`config.mk`:
```
export PLATFORM = sky130hd
export DESIGN_NAME = muldiv_unit
export DESIGN_NICKNAME = d
export VERILOG_FILES = /design/src/rtl/muldiv_pkg.sv /design/src/rtl/muldiv_seq.sv /design/src/rtl/muldiv_mul_dp.sv /design/src/rtl/muldiv_div_dp.sv /design/src/rtl/muldiv_unit.sv
export SDC_FILE = /design/constraint.sdc
export NUM_CORES = 1
export LEC_CHECK = 0
export ABC_AREA = 1
export CAP_MARGIN = 30
export CELL_PAD_IN_SITES_DETAIL_PLACEMENT = 1
export CELL_PAD_IN_SITES_GLOBAL_PLACEMENT = 2
export CORE_MARGIN = 2
export CORE_UTILIZATION = 32
export DETAILED_ROUTE_END_ITERATION = 16
export DONT_BUFFER_PORTS = 1
export PLACE_DENSITY_LB_ADDON = 0.1
export SLEW_MARGIN = 10
export SYNTH_ARGS = -nofsm -noshare
export SYNTH_HDL_FRONTEND = slang
export SYNTH_SLANG_ARGS = --single-unit
```
`constraint.sdc`:
```
create_clock -name clk -period 3.03 [get_ports clk]
set_input_delay 0.909 -clock clk [delete_from_list [all_inputs] [get_ports clk]]
set_output_delay 0.909 -clock clk [all_outputs]
set_load 0.005 [all_outputs]
```
`src/rtl/muldiv_pkg.sv`:
```
package muldiv_pkg;
  typedef enum logic {OP_MUL = 1'b0, OP_DIV = 1'b1} op_e;
  localparam int unsigned MUL_CYCLES = 5;
  localparam int unsigned DIV_CYCLES = 7;
endpackage

```
`src/rtl/muldiv_seq.sv`:
```
module muldiv_seq
  import muldiv_pkg::*;
#(
  parameter int unsigned MUL_LAT = MUL_CYCLES,
  parameter int unsigned DIV_LAT = DIV_CYCLES,
  parameter int unsigned STEPS   = 4
) (
  input  logic clk,
  input  logic rst_n,
  input  logic start,
  input  op_e  op_in,
  output logic busy,
  output logic load,
  output logic step,
  output logic finish,
  output op_e  op_q
);
  localparam int unsigned MAXLAT = (MUL_LAT > DIV_LAT) ? MUL_LAT : DIV_LAT;
  localparam int unsigned CW = $clog2(MAXLAT);
  localparam logic [CW-1:0] STEPS_C  = CW'(STEPS);
  localparam logic [CW-1:0] MUL_LAST = CW'(MUL_LAT - 1);
  localparam logic [CW-1:0] DIV_LAST = CW'(DIV_LAT - 1);

  logic [CW-1:0] cnt;
  logic [CW-1:0] last;

  assign load   = start & ~busy;
  assign step   = busy & (cnt < STEPS_C);
  assign last   = (op_q == OP_DIV) ? DIV_LAST : MUL_LAST;
  assign finish = busy & (cnt == last);

  always_ff @(posedge clk) begin
    if (!rst_n) begin
      busy <= 1'b0;
      cnt  <= '0;
      op_q <= OP_MUL;
    end else if (load) begin
      busy <= 1'b1;
      cnt  <= '0;
      op_q <= op_in;
    end else if (busy) begin
      if (finish) busy <= 1'b0;
      else        cnt  <= cnt + 1'b1;
    end
  end

  // a start during an operation does not change the running operation
  p_ignore_start_r8: assert property (@(posedge clk) disable iff (!rst_n)
    busy |=> $stable(op_q));
  // the step counter never runs past the longest latency
  p_cnt_bounded_r7: assert property (@(posedge clk) disable iff (!rst_n)
    busy |-> (cnt <= DIV_LAST || cnt <= MUL_LAST));
endmodule

```
`src/rtl/muldiv_mul_dp.sv`:
```
module muldiv_mul_dp #(
  parameter int unsigned W   = 8,
  parameter int unsigned BPS = 2
) (
  input  logic           clk,
  input  logic           rst_n,
  input  logic           load,
  input  logic           step,
  input  logic [W-1:0]   mcand_in,
  input  logic [W-1:0]   mplier_in,
  output logic [2*W-1:0] product
);
  logic [2*W-1:0] acc, mcand;
  logic [W-1:0]   mplier;

  // adds mcand shifted by each set bit of the BPS-bit multiplier slice
  function automatic logic [2*W-1:0] mul_add(input logic [2*W-1:0] s0,
                                             input logic [2*W-1:0] m,
                                             input logic [BPS-1:0] bits);
    logic [2*W-1:0] s;
    s = s0;
    for (int i = 0; i < int'(BPS); i++)
      if (bits[i]) s = s + (m << i);
    return s;
  endfunction

  always_ff @(posedge clk) begin
    if (!rst_n) begin
      acc    <= '0;
      mcand  <= '0;
      mplier <= '0;
    end else if (load) begin
      acc    <= '0;
      mcand  <= {{W{1'b0}}, mcand_in};
      mplier <= mplier_in;
    end else if (step) begin
      acc    <= mul_add(acc, mcand, mplier[BPS-1:0]);
      mcand  <= mcand << BPS;
      mplier <= mplier >> BPS;
    end
  end

  assign product = acc;

  // the partial product never drops while the multiply runs
  p_acc_monotone_r2: assert property (@(posedge clk) disable iff (!rst_n)
    step |=> acc >= $past(acc));
endmodule

```
`src/rtl/muldiv_div_dp.sv`:
```
module muldiv_div_dp #(
  parameter int unsigned W   = 8,
  parameter int unsigned BPS = 2
) (
  input  logic         clk,
  input  logic         rst_n,
  input  logic         load,
  input  logic         step,
  input  logic [W-1:0] hi_in,
  input  logic [W-1:0] lo_in,
  input  logic [W-1:0] dvs_in,
  output logic [W-1:0] quot,
  output logic [W-1:0] rem_out,
  output logic         ovf
);
  logic [W-1:0] rem, shq, dvs;
  logic [W-1:0] rem_nx, shq_nx;

  // one restoring step: returns {quotient bit, new remainder}
  function automatic logic [W:0] div_bit(input logic [W-1:0] r,
                                         input logic b,
                                         input logic [W-1:0] d);
    logic [W:0] t;
    t = {r, b};
    if (t >= {1'b0, d}) begin
      t = t - {1'b0, d};
      return {1'b1, t[W-1:0]};
    end
    return {1'b0, t[W-1:0]};
  endfunction

  always_comb begin
    logic [W:0] t;
    rem_nx = rem;
    shq_nx = shq;
    for (int i = 0; i < int'(BPS); i++) begin
      t      = div_bit(rem_nx, shq_nx[W-1], dvs);
      rem_nx = t[W-1:0];
      shq_nx = {shq_nx[W-2:0], t[W]};
    end
  end

  always_ff @(posedge clk) begin
    if (!rst_n) begin
      rem <= '0;
      shq <= '0;
      dvs <= '0;
      ovf <= 1'b1;
    end else if (load) begin
      rem <= hi_in;
      shq <= lo_in;
      dvs <= dvs_in;
      ovf <= !(hi_in < dvs_in);
    end else if (step) begin
      rem <= rem_nx;
      shq <= shq_nx;
    end
  end

  assign quot    = shq;
  assign rem_out = rem;

  // on a valid divide the partial remainder stays below the divisor
  p_rem_below_dvs_r5: assert property (@(posedge clk) disable iff (!rst_n)
    !ovf |-> rem < dvs);
endmodule

```
`src/rtl/muldiv_unit.sv`:
```
module muldiv_unit
  import muldiv_pkg::*;
#(
  parameter int unsigned W       = 8,
  parameter int unsigned BPS     = 2,
  parameter int unsigned MUL_LAT = MUL_CYCLES,
  parameter int unsigned DIV_LAT = DIV_CYCLES
) (
  input  logic         clk,
  input  logic         rst_n,
  input  logic         start,
  input  logic         op_div,
  input  logic [W-1:0] in_h,
  input  logic [W-1:0] in_a,
  input  logic [W-1:0] in_x,
  input  logic         in_c,
  input  logic         in_z,
  input  logic         in_hc,
  output logic [W-1:0] res_h,
  output logic [W-1:0] res_a,
  output logic [W-1:0] res_x,
  output logic         flag_c,
  output logic         flag_z,
  output logic         flag_hc,
  output logic         busy,
  output logic         done
);
  localparam int unsigned STEPS = W / BPS;

  logic           load, step, finish;
  op_e            op_q;
  logic [2*W-1:0] product;
  logic [W-1:0]   quot, rem;
  logic           div_ovf;

  muldiv_seq #(.MUL_LAT(MUL_LAT), .DIV_LAT(DIV_LAT), .STEPS(STEPS)) u_seq (
    .clk(clk), .rst_n(rst_n), .start(start), .op_in(op_e'(op_div)),
    .busy(busy), .load(load), .step(step), .finish(finish), .op_q(op_q));

  muldiv_mul_dp #(.W(W), .BPS(BPS)) u_mul (
    .clk(clk), .rst_n(rst_n), .load(load), .step(step),
    .mcand_in(in_x), .mplier_in(in_a), .product(product));

  muldiv_div_dp #(.W(W), .BPS(BPS)) u_div (
    .clk(clk), .rst_n(rst_n), .load(load), .step(step),
    .hi_in(in_h), .lo_in(in_a), .dvs_in(in_x),
    .quot(quot), .rem_out(rem), .ovf(div_ovf));

  always_ff @(posedge clk) begin
    if (!rst_n) begin
      res_h <= '0; res_a <= '0; res_x <= '0;
      flag_c <= 1'b0; flag_z <= 1'b0; flag_hc <= 1'b0;
      done <= 1'b0;
    end else begin
      done <= finish;
      if (load) begin
        res_h <= in_h; res_a <= in_a; res_x <= in_x;
        flag_c <= in_c; flag_z <= in_z; flag_hc <= in_hc;
      end else if (finish) begin
        if (op_q == OP_MUL) begin
          res_x   <= product[2*W-1:W];
          res_a   <= product[W-1:0];
          flag_c  <= 1'b0;
          flag_hc <= 1'b0;
        end else if (div_ovf) begin
          res_a  <= '1;
          res_h  <= '1;
          flag_c <= 1'b1;
          flag_z <= 1'b0;
        end else begin
          res_a  <= quot;
          res_h  <= rem;
          flag_c <= 1'b0;
          flag_z <= (quot == '0);
        end
      end
    end
  end

  // a finished multiply reports clear carry and half-carry
  p_mul_flags_r3: assert property (@(posedge clk) disable iff (!rst_n)
    (done && op_q == OP_MUL) |-> (!flag_c && !flag_hc));
  // an overflowing divide reports saturated results
  p_div_sat_r6: assert property (@(posedge clk) disable iff (!rst_n)
    (done && op_q == OP_DIV && flag_c) |-> (res_a == '1 && res_h == '1 && !flag_z));
  // a valid divide returns a remainder below the divisor
  p_div_rem_r5: assert property (@(posedge clk) disable iff (!rst_n)
    (done && op_q == OP_DIV && !flag_c) |-> (res_h < res_x));
  // done is a single-cycle pulse
  p_done_pulse_r4: assert property (@(posedge clk) disable iff (!rst_n)
    done |=> !done);
  // idle without start keeps every output
  p_idle_hold_r9: assert property (@(posedge clk) disable iff (!rst_n)
    (!busy && !start) |=> $stable({res_h, res_a, res_x, flag_c, flag_z, flag_hc}));
  // done only appears once busy has dropped
  p_done_idle_r9: assert property (@(posedge clk) disable iff (!rst_n)
    done |-> !busy);
endmodule

```
=== After elaboration in Yosys (flattened, before gate mapping) ===
Cells that the tools add are included.

* Bits in registers: 98
* Bits of input ports: 31
* Output and inout port bits: 29
* Logic and storage cells: 91

* Add/subtract/negate cells: 5
* $lt $le $gt $ge: 4
* Equality and inequality tests: 2
* Muxes and demuxes: 47
* Bitwise logic cells: 6
* Reductions and logical operators: 9

{| class="wikitable"
|+ Operators with widths
! operator !! count
|-
| $mux W8 || 21
|-
| $mux W16 || 5
|-
| $mux W9 || 4
|-
| $add A16 B16 Y16 || 2
|-
| $ge A9 B8 Y1 || 2
|-
| $mux W1 || 16
|-
| $sub A8 B8 Y8 || 2
|-
| $logic_not A8 Y1 || 1
|-
| $lt A8 B8 Y1 || 1
|-
| $reduce_and A2 Y1 || 3
|-
| $reduce_bool A2 Y1 || 3
|-
| $add A3 B1 Y3 const B || 1
|-
| $and A1 B1 Y1 || 3
|-
| $eq A3 B3 Y1 || 1
|-
| $lt A3 B3 Y1 const B || 1
|-
| $not A1 Y1 || 3
|-
| $mux W2 || 1
|-
| $ne A2 B2 Y1 const B || 1
|-
| $reduce_or A2 Y1 || 1
|-
| $logic_not A1 Y1 || 1
|}

=== Depth between registers and ports, before layout ===
Gate-level depths: netlist of the first run.

* Depth after elaboration: 8
* Depth in mapped cells: 25
* Gate-level depth less buffers: 25

=== Modules after synthesis ===
From an unflattened synthesis of the first run, not the netlist that was laid out.

* Cell total of the unflattened synthesis: 1176
* Area, all modules: 7581.0 um^2

{| class="wikitable"
|+ By module, submodules not included
! module !! instances !! cells each !! area an instance (um^2) !! sequential area each (um^2)
|-
| muldiv_mul_dp || 1 || 581 || 3523.4 || 800.8
|-
| muldiv_div_dp || 1 || 327 || 2275.9 || 500.5
|-
| muldiv_unit || 1 || 231 || 1498.9 || 560.5
|-
| muldiv_seq || 1 || 37 || 282.8 || 100.1
|}

=== Worst setup path before layout of the first run ===
No wires, ideal clock.

* Path kind: flip-flop to flip-flop
* Start: reg u_div.dvs[2]
* End: reg u_div.rem[3] (netlist: u_div.rem_out[3])
* Setup time: 0.109 ns
* Arrival time: 2.711 ns
* Required time: 2.921 ns
* Slack: 0.210 ns
* Stages on the path, launching flop included: 22
* Path buffers: 0
* Clock period less this slack: 2.820 ns
* Path through: dfxtp_1 -> inv_1 -> ha_1 -> nand2_1 -> nand2_1 -> a21oi_1 -> nand2_1 -> nand2_4 -> nand2_8 -> nand2_2 -> nand2_2 -> ha_1 -> a21oi_2 -> o21ai_2 -> nand2_1 -> nand2_1 -> a21oi_4 -> nand2_4 -> a21oi_2 -> nand2_1 -> nand2_1 -> inv_1

* Longest elaborated chain between the ends: 8
* Elaborated cells on any way between the ends: 14
* Classes of those cells: 2 x add/sub; 2 x order compare; 10 x mux

{| class="wikitable"
|+ RTL lines
! element !! line !! source
|-
| start: declaration || muldiv_div_dp.sv:16 || <nowiki>logic [W-1:0] rem, shq, dvs;</nowiki>
|-
| start signal: assignment || muldiv_div_dp.sv:52 || <nowiki>dvs <= dvs_in;</nowiki>
|-
| $sub A8 B8 Y8 / $ge A9 B8 Y1 (equally long branches) || muldiv_div_dp.sv:26, muldiv_div_dp.sv:25 ||
|-
| $mux W8, or another cell as far along || muldiv_div_dp.sv:25 || <nowiki>if (t >= {1'b0, d}) begin</nowiki>
|-
| $mux W9 || muldiv_div_dp.sv:29 || <nowiki>return {1'b0, t[W-1:0]};</nowiki>
|-
| $sub A8 B8 Y8 / $ge A9 B8 Y1 (equally long branches) || muldiv_div_dp.sv:26, muldiv_div_dp.sv:25 ||
|-
| $mux W8, or another cell as far along || muldiv_div_dp.sv:25 ||
|-
| $mux W9 * || muldiv_div_dp.sv:29 ||
|-
| $mux W8 * || muldiv_div_dp.sv:54 || <nowiki>end else if (step) begin</nowiki>
|-
| $mux W8 * || muldiv_div_dp.sv:49 || <nowiki>end else if (load) begin</nowiki>
|-
| end signal: assignment || muldiv_div_dp.sv:50 || <nowiki>rem <= hi_in;</nowiki>
|-
| end signal: assignment || muldiv_div_dp.sv:55 || <nowiki>rem <= rem_nx;</nowiki>
|-
| end: declaration || muldiv_div_dp.sv:16 ||
|}

Mark *: on every way between the ends. The rest lies on a longest branch, timed or not. The select of a mux whose other input is x is not followed.
A chain may end at the register's enable or synchronous reset.

=== Worst setup path in the final report of the first run ===
* Start: reg u_div.shq[7] (netlist: u_div.quot[7])
* End: reg u_div.rem[6] (netlist: u_div.rem_out[6])

* Longest elaborated chain between the ends: 8
* Elaborated cells on any way between the ends: 14
* Classes of those cells: 2 x add/sub; 2 x order compare; 10 x mux

{| class="wikitable"
|+ RTL lines
! element !! line !! source
|-
| start: declaration || muldiv_div_dp.sv:16 ||
|-
| start signal: assignment || muldiv_div_dp.sv:51 || <nowiki>shq <= lo_in;</nowiki>
|-
| start signal: assignment || muldiv_div_dp.sv:56 || <nowiki>shq <= shq_nx;</nowiki>
|-
| $sub A8 B8 Y8 / $ge A9 B8 Y1 (equally long branches) || muldiv_div_dp.sv:26, muldiv_div_dp.sv:25 ||
|-
| $mux W8, or another cell as far along || muldiv_div_dp.sv:25 ||
|-
| $mux W9 * || muldiv_div_dp.sv:29 ||
|-
| $sub A8 B8 Y8 / $ge A9 B8 Y1 (equally long branches) || muldiv_div_dp.sv:26, muldiv_div_dp.sv:25 ||
|-
| $mux W8, or another cell as far along || muldiv_div_dp.sv:25 ||
|-
| $mux W9 * || muldiv_div_dp.sv:29 ||
|-
| $mux W8 * || muldiv_div_dp.sv:54 ||
|-
| $mux W8 * || muldiv_div_dp.sv:49 ||
|}

Marks and branches as above.

==> impl_metrics.json, run 1 <==
{
  "synth_xor_area_share_pct": 2.46,
  "die_h_um": 153,
  "num_io_pins": 60,
  "worstPathCellList": "inv_2, ha_4, nand2_2, nor2_2, nand2_2, nor2_4, nor2_4, buf_6, nand2_8, nand2_4, nand2_2, inv_2, ha_4, a21oi_4, o21a_1, nand2_2, a21oi_4, nand2_4, nand2_2, nand3_2, a21oi_2",
  "synthAdderAreaFrac_pct": 10.5,
  "worstPathArrival_ns": 3.32,
  "cts_buffer_depth": 2,
  "dp_hpwl_mm": 22.0,
  "hp-class": "reg2reg",
  "clkTransAtPathRegs_ns": 0.09,
  "ys_types": 53,
  "wire_per_inst_um": 19.7,
  "clk-insertion-delay-late_ns": 0.37,
  "timing.final.crit_share_pct": 99.8,
  "first_pass_iters": 4,
  "cp_top_family": "simple AND/OR/NAND/NOR gates",
  "gp_congestion": 0.849,
  "grt_overflow": 0,
  "path_max_fanout": 5,
  "io_buffers": 0,
  "synth_top_area_share_pct": 27.6,
  "htree_num_levels": 3,
  "row_count": 54,
  "drtIter0Drc": 421,
  "synth_mux_area_share_pct": 0,
  "drive_above_1_share_pct": 34.4,
  "maxCapViolCount": 0,
  "tightest_slew_ns": 0.660,
  "power_mw": 8.60,
  "vias": 7809,
  "rr_worst_depth": 21,
  "yosysWarnings": 0,
  "synth-compound-area-share_pct": 17.2,
  "outcome": "complete, no violations",
  "syn-num-nets": 1165,
  "worstPathRequired_ns": 3.33,
  "clock-sinks": 98,
  "rr_startpoint": "u_div.quot[7]",
  "drc_errors": 0,
  "finalSetupViolations": 0,
  "hold-path-endpoint": "u_mul.mplier[6]",
  "synth-seq-cells": 98,
  "final_nets": 1305,
  "hold_start": "u_mul.mplier[6]",
  "worst-path-buf-inv": 3,
  "n_fill_cell": 2755,
  "period_minus_slack_ns": 3.02,
  "p_comb_share_pct": 67.8,
  "clock_skew_ns": 0.0158,
  "max_slew_margin_pct": 56.0,
  "area_growth_syn_to_layout_pct": 38.8,
  "hold_depth": 2,
  "clockPowerShare_pct": 14.4,
  "end_kind": "register",
  "critPathKind": "reg2reg",
  "power_leakage_nw": 4.54,
  "reg2reg_to": "u_div.rem_out[6]",
  "synth_area_leader_cell": "dfxtp_1",
  "rrSetupSlack_ns": 0.007,
  "rsz0062_at_grt": "yes",
  "syn_inst": 1077,
  "cts_tree": "done",
  "ant_nets": 0,
  "die_x_um": 153,
  "cp-start-kind": "register",
  "p_sw_mw": 3.85,
  "maxSlewViolCount": 0,
  "seqPwrFrac_pct": 17.8,
  "syn_area_mm2": 0.00711,
  "final.setup.tns_ns": 0,
  "multi_input_comb_area_mm2": 0.00550,
  "clockRootBuffer": "clkbuf_16",
  "yosys-top-cells-area": "dfxtp_1 (28%), nand2_1 (18%), ha_1 (9.3%), nand3_1 (6.1%), inv_1 (6.1%)",
  "yosysSeqAreaShare_pct": 27.6,
  "numCtsBuffers": 9,
  "antenna_found_initial": 1,
  "grt_pass1_vias": 7879,
  "synth_edf_count": 0,
  "powerDensity_mw_per_mm2": 871,
  "max_stage_delay_ns": 0.34,
  "die_area_mm2": 0.0234,
  "synth_top_family_by_area": "simple AND/OR/NAND/NOR gates",
  "routed_wl_mm": 29.6,
  "core_area_mm2": 0.0218,
  "layout.area.seq_mm2": 0.00197,
  "cp_common_cell": "nand2_2",
  "antenna_cells": 0,
  "post-place-ws_ns": -0.242,
  "fmax_mhz": 331,
  "cp_slowest_cell": "dfxtp_2",
  "hold_viol_final": 0,
  "synth-main-ff-cell": "dfxtp_1",
  "grt_use_total_pct": 24.4,
  "internal_power_mw": 4.75,
  "grt_max_degree": 48,
  "grt_pass1_wl_mm": 44.8,
  "timing.final.ws_setup_ns": 0.00725,
  "ir_drop_mv": 0.636,
  "yosys.area_share.simple_pct": 33.2,
  "switching_share_pct": 44.8,
  "postSynthAreaPerCell_um2": 6.60,
  "synthArstFlopShare_pct": 0,
  "start_util_pct": 32.6,
  "vias_per_cell": 5.20
}
## through the flow
stage	utilization (%)	area [um2]	hold WS, ns	std cells
floorplan	-	7110	0.440	1077
global placement	38.5	8400	0.450	1466
finish	45.2	9870	0.471	1502
detailed placement	38.5	8400	0.458	1466
global route	45.2	9870	0.498	1502
CTS	41.2	8990	0.473	1486
## cells in the mapped netlist (2+ instances only)
cell and number:
a311oi_1 3, and2_1 6, buf_2 9, inv_4 2, nor2_4 5, o21ai_1 3
nor2_8 2, o22ai_1 7, dfxtp_1 98, or2_2 3, nor3_1 5, a311oi_2 2
a211oi_1 2, xnor2_1 9, nor2_2 5, a21o_1 2, nand3b_1 3, nand2_2 8
fa_1 4, a31oi_1 37, buf_1 3, nor4_1 2, a21oi_1 70, o21ai_2 2
nand2_1 342, a41oi_1 2, nand2_4 3, ha_1 53, o21bai_1 4, xor2_1 11
nand3_1 87, buf_6 3, o211ai_1 4, nand4_1 9, inv_2 7, nor2_1 54
inv_1 115, o21ai_0 50, a21oi_2 10, clkbuf_1 18
## metal layers
layer  vias up  GRT usage (%)  part of all wire [%]
met5         -              0                     0
met4         0           4.67                  0.72
met3        17           2.75                   3.8
met2       134           37.5                    45
met1      3825           36.9                    51
li1       3833              -                     -
## final cells by class
type / instances / share of cell area (%)
timing repair buffer: 162 / 12.8
multi-input combinational: 821 / 55.7
clock buffer: 9 / 2.28
clock inverter: 7 / 0.799
tap: 280 / 3.55
inverter: 125 / 4.83
sequential: 98 / 20.0
## registers in the layout, summed over array words and instances, names as in the netlist
register	cells
u_div.quot	8
res_a	8
flag_c	1
flag_hc	1
u_seq.busy	1
res_h	8
u_div.ovf	1
u_seq.op_q	1
flag_z	1
u_mul.product	16
done	1
u_div.rem_out	8
u_mul.mcand	16
res_x	8
u_seq.cnt	3
u_div.dvs	8
u_mul.mplier	8
## worst max path at each step
| stage | cells past startpoint | slack [ns] | startpoint | to |
|---|---|---|---|---|
| floorplan | 21 | 0.21 | u_div.dvs[2] | u_div.rem_out[3] |
| global placement | 20 | -0.26 | u_mul.mcand[0] | u_mul.product[14] |
| detailed placement | 20 | -0.24 | u_mul.product[0] | u_mul.product[15] |
| CTS | 23 | -0.003 | u_mul.mcand[0] | u_mul.product[15] |
| global route | 20 | -0.16 | u_mul.mcand[0] | u_mul.product[14] |
| finish | 21 | 0.007 | u_div.quot[7] | u_div.rem_out[6] |
## worst min-delay path: stages, from the launching register on
cell,delay [ns]
dfxtp_1,0.32
nand2_1,0.06
a21oi_1,0.05
## power groups by stage
| stage | Clock [mW] | Combinational, mW | Sequential [mW] |
|---|---|---|---|
| after floorplan | 0 | 2.60 | 1.52 |
| after global placement | 0 | 4.26 | 1.54 |
| after detailed placement | 0 | 4.29 | 1.54 |
| after CTS | 1.26 | 4.68 | 1.52 |
| after global routing | 1.30 | 6.31 | 1.55 |
| final | 1.24 | 5.83 | 1.53 |
## cells by family after synthesis
| family | count (synthesis) |
|---|---|
| adders and majority gates | 57 |
| AOI/OAI and AO/OA | 204 |
| DFF | 98 |
| buffers and inverters | 160 |
| and+or+nand+nor | 538 |
| xor gates and xnor gates | 20 |
## cell usage in the layout (no fill, tap or decap), types with 7 or more instances in the layout
master,count
nand3_1,58
buf_4,153
nand2_4,18
o21ai_0,46
a21oi_1,51
a31oi_1,37
a21oi_2,26
inv_1,101
nor2_4,10
xnor2_1,8
ha_1,22
nand3_2,27
buf_6,7
nand2_1,290
xor2_1,9
clkbuf_16,9
inv_2,20
nor2_2,15
nand4_1,9
ha_4,30
nand2_2,47
dfxtp_1,91
nor2_1,39
o22ai_1,7
## repair_timing
action | 4_1_cts | 5_1_grt
pin swaps | 9 | 92
gates resized for setup | 43 | 182
hold buffers | 0 | 0
gates cloned | 1 | 1
setup endpoints to repair | 19 | 21
endpoints found under the hold margin | 0 | 0
buffers inserted | 3 | 16
Note: power is estimated with default switching activity, not from simulation.
==> inputs of run 2 (changes only) <==
--- a/config.mk
+++ b/config.mk
@@ -6,7 +6,7 @@
 export NUM_CORES = 1
 export LEC_CHECK = 0
 export ABC_AREA = 1
-export CAP_MARGIN = 30
+export CAP_MARGIN = 25
 export CELL_PAD_IN_SITES_DETAIL_PLACEMENT = 1
 export CELL_PAD_IN_SITES_GLOBAL_PLACEMENT = 2
 export CORE_MARGIN = 2
==> results of run 2 <==
The final DEF is identical to that of run 1; final timing and power are the same.
==> inputs of run 3 (changes only) <==
--- a/config.mk
+++ b/config.mk
@@ -13,6 +13,7 @@
 export CORE_UTILIZATION = 32
 export DETAILED_ROUTE_END_ITERATION = 16
 export DONT_BUFFER_PORTS = 1
+export GPL_TIMING_DRIVEN = 0
 export PLACE_DENSITY_LB_ADDON = 0.1
 export SLEW_MARGIN = 10
 export SYNTH_ARGS = -nofsm -noshare
==> run 3 against run 2 <==
Net effect: the run now ends with negative setup slack left; fmax shrank 0.38%; combinational power decreased by 6.2%; sequential power up 3%; hold slack worse by 0.0060 ns; worst setup slack worse by 0.012 ns.
==> impl_metrics.json, run 3 (synthesis results as in run 1) <==
{
  "clock_skew_ns": 0.0124,
  "ir_drop_mv": 0.598,
  "end_kind": "register",
  "clkTransAtPathRegs_ns": 0.08,
  "cts_tree": "done",
  "dp_hpwl_mm": 22.3,
  "tightest_slew_ns": 0.923,
  "area_growth_syn_to_layout_pct": 30.4,
  "critPathKind": "reg2reg",
  "num_io_pins": 60,
  "cts_hold_buf": 0,
  "wl_met2_mm": 12.7,
  "met1_length_mm": 14.5,
  "violations": "negative setup slack",
  "routed_wl_mm": 29.4,
  "drc_errors": 0,
  "grt_pass1_wl_mm": 44.1,
  "clockPowerShare_pct": 13.5,
  "cp_top_family": "simple AND/OR/NAND/NOR gates",
  "maxSlewViolCount": 0,
  "p_sw_mw": 3.74,
  "vias": 7508,
  "clockRootBuffer": "clkbuf_16",
  "reg2reg_to": "u_div.rem_out[2]",
  "cp_slowest_cell": "fa_2",
  "outcome": "finished, violations left",
  "core_area_mm2": 0.0218,
  "start_util_pct": 32.6,
  "clk-insertion-delay-late_ns": 0.36,
  "final_cell_mix": "nand2_1 (290), inv_1 (97), nand3_1 (62)",
  "die_h_um": 153,
  "hold_start": "u_mul.mplier[6]",
  "grt_overflow": 0,
  "numCtsBuffers": 9,
  "antenna_cells": 0,
  "max_stage_delay_ns": 0.39,
  "finalSetupViolations": 1,
  "worstPathArrival_ns": 3.30,
  "grt_max_degree": 16,
  "path_max_fanout": 6,
  "drtIter0Drc": 427,
  "p_comb_share_pct": 67.1,
  "timing.final.ws_setup_ns": -0.00437,
  "met3WireLength_mm": 1.79,
  "clock-sinks": 98,
  "grt_use_total_pct": 24.4,
  "htree_num_levels": 3,
  "switching_share_pct": 45.9,
  "die_area_mm2": 0.0234,
  "cts_buffer_depth": 2,
  "max_slew_margin_pct": 38.5,
  "hold-path-endpoint": "u_mul.mplier[6]",
  "powerDensity_mw_per_mm2": 879,
  "period_minus_slack_ns": 3.03,
  "cp_common_cell": "nand2_2",
  "stdcell_area_mm2": 0.00927,
  "rr_startpoint": "u_div.quot[7]",
  "rsz0062_at_grt": "yes",
  "ant_nets": 0,
  "seqPwrFrac_pct": 19.4,
  "worstPathRequired_ns": 3.30,
  "fmax_mhz": 330,
  "maxCapViolCount": 0,
  "io_buffers": 0,
  "die_x_um": 153,
  "hold_depth": 2,
  "wire_per_inst_um": 20.7,
  "top_layer": "met4",
  "row_count": 54,
  "final_nets": 1227,
  "first_pass_iters": 4,
  "worstPathCellList": "inv_2, ha_4, inv_4, fa_2, inv_2, nor2_2, nor2_1, xor2_1, nand2_1, nand2_2, inv_2, ha_4, nand2_2, nor2_4, nand3_2, o21bai_4, a21oi_4, buf_12, nand2_8, nand2_2, nand2_2, nand2_2, a21oi_2",
  "cp-start-kind": "register",
  "gp_congestion": 0.856,
  "postPlaceCellArea_mm2": 0.00746,
  "hp-class": "reg2reg",
  "hold_viol_final": 0,
  "drive_above_1_share_pct": 30.9,
  "worst-path-buf-inv": 5,
  "grt_pass1_vias": 7456,
  "vias_per_cell": 5.28,
  "utilization_pct": 42.5,
  "internal_power_mw": 4.41,
  "layout_commonest_cell": "nand2_1",
  "power_leakage_nw": 4.00,
  "rr_worst_depth": 23,
  "rrSetupSlack_ns": -0.004,
  "antenna_found_initial": 1,
  "timing.final.crit_share_pct": 100
}
## run 3: cell count changes in the layout (fill, tap and decap cells not counted), sizes merged
cell,change
inv,-4
clkinvlp,+4
clkinv,-3
buf,-96
clkbuf,+20
## run 3: final cells by class
class / count / area (um2)
multi-input cells: 821 / 5550
well taps: 280 / 350
repair buffers: 50 / 415
inverters: 125 / 485
clock buffers: 11 / 233
fillers: 2723 / 12600
flip-flops and latches: 98 / 2040
plain buffers: 34 / 168
clock inverters: 4 / 30.0
## run 3: per-layer routing
layer | global-route usage, % | up-vias
li1 | - | 3693
met1 | 36.4 | 3629
met2 | 36.9 | 159
met3 | 4.31 | 27
met4 | 4.32 | 0
met5 | 0 | -
## run 3: worst max-delay path by stage
stage / from / endpoint / slack [ns] / cells after the start
3_5_place_dp: u_mul.mplier[0] / u_mul.product[13] / -0.52 / 17
6_report: u_div.quot[7] / u_div.rem_out[2] / -0.004 / 23
3_3_place_gp: u_mul.mplier[0] / u_mul.product[13] / -0.50 / 17
4_1_cts: u_div.dvs[7] / u_div.rem_out[4] / 0.001 / 22
2_1_floorplan: u_div.dvs[2] / u_div.rem_out[3] / 0.21 / 21
5_1_grt: u_div.dvs[6] / u_div.rem_out[2] / -0.18 / 21
## run 3: power by group through the flow
stage / sequential (mW) / combinational, mW / clock (mW)
after floorplan: 1.52 / 2.60 / 0
after global placement: 1.58 / 3.37 / 0
after detailed placement: 1.58 / 3.38 / 0
after CTS: 1.58 / 4.34 / 1.12
after global routing: 1.60 / 5.92 / 1.16
final: 1.58 / 5.47 / 1.10
## run 3: metrics by stage
step	hold WS [ns]	power, mW	instances	TNS [ns]	worst slack [ns]
2_1_floorplan	0.440	4.12	1077	0	0.210
3_3_place_gp	0.449	4.95	1357	-6.30	-0.496
3_5_place_dp	0.463	4.96	1357	-6.45	-0.524
4_1_cts	0.474	7.04	1395	0	0.00143
5_1_grt	0.494	8.68	1423	-1.40	-0.184
6_report	0.465	8.15	1423	-0.00437	-0.00437
## run 3: worst min-delay path: stages, from the launching register on
cell and delay [ns]:
dfxtp_1 0.31, nand2_1 0.06, a21oi_1 0.05
## run 3: what timing repair did
item                                    in CTS  in global routing
endpoints found under the setup margin      20                 20
gates cloned                                 2                  0
setup buffers                               22                 29
pin swaps                                   36                 68
gates resized for setup                    133                137
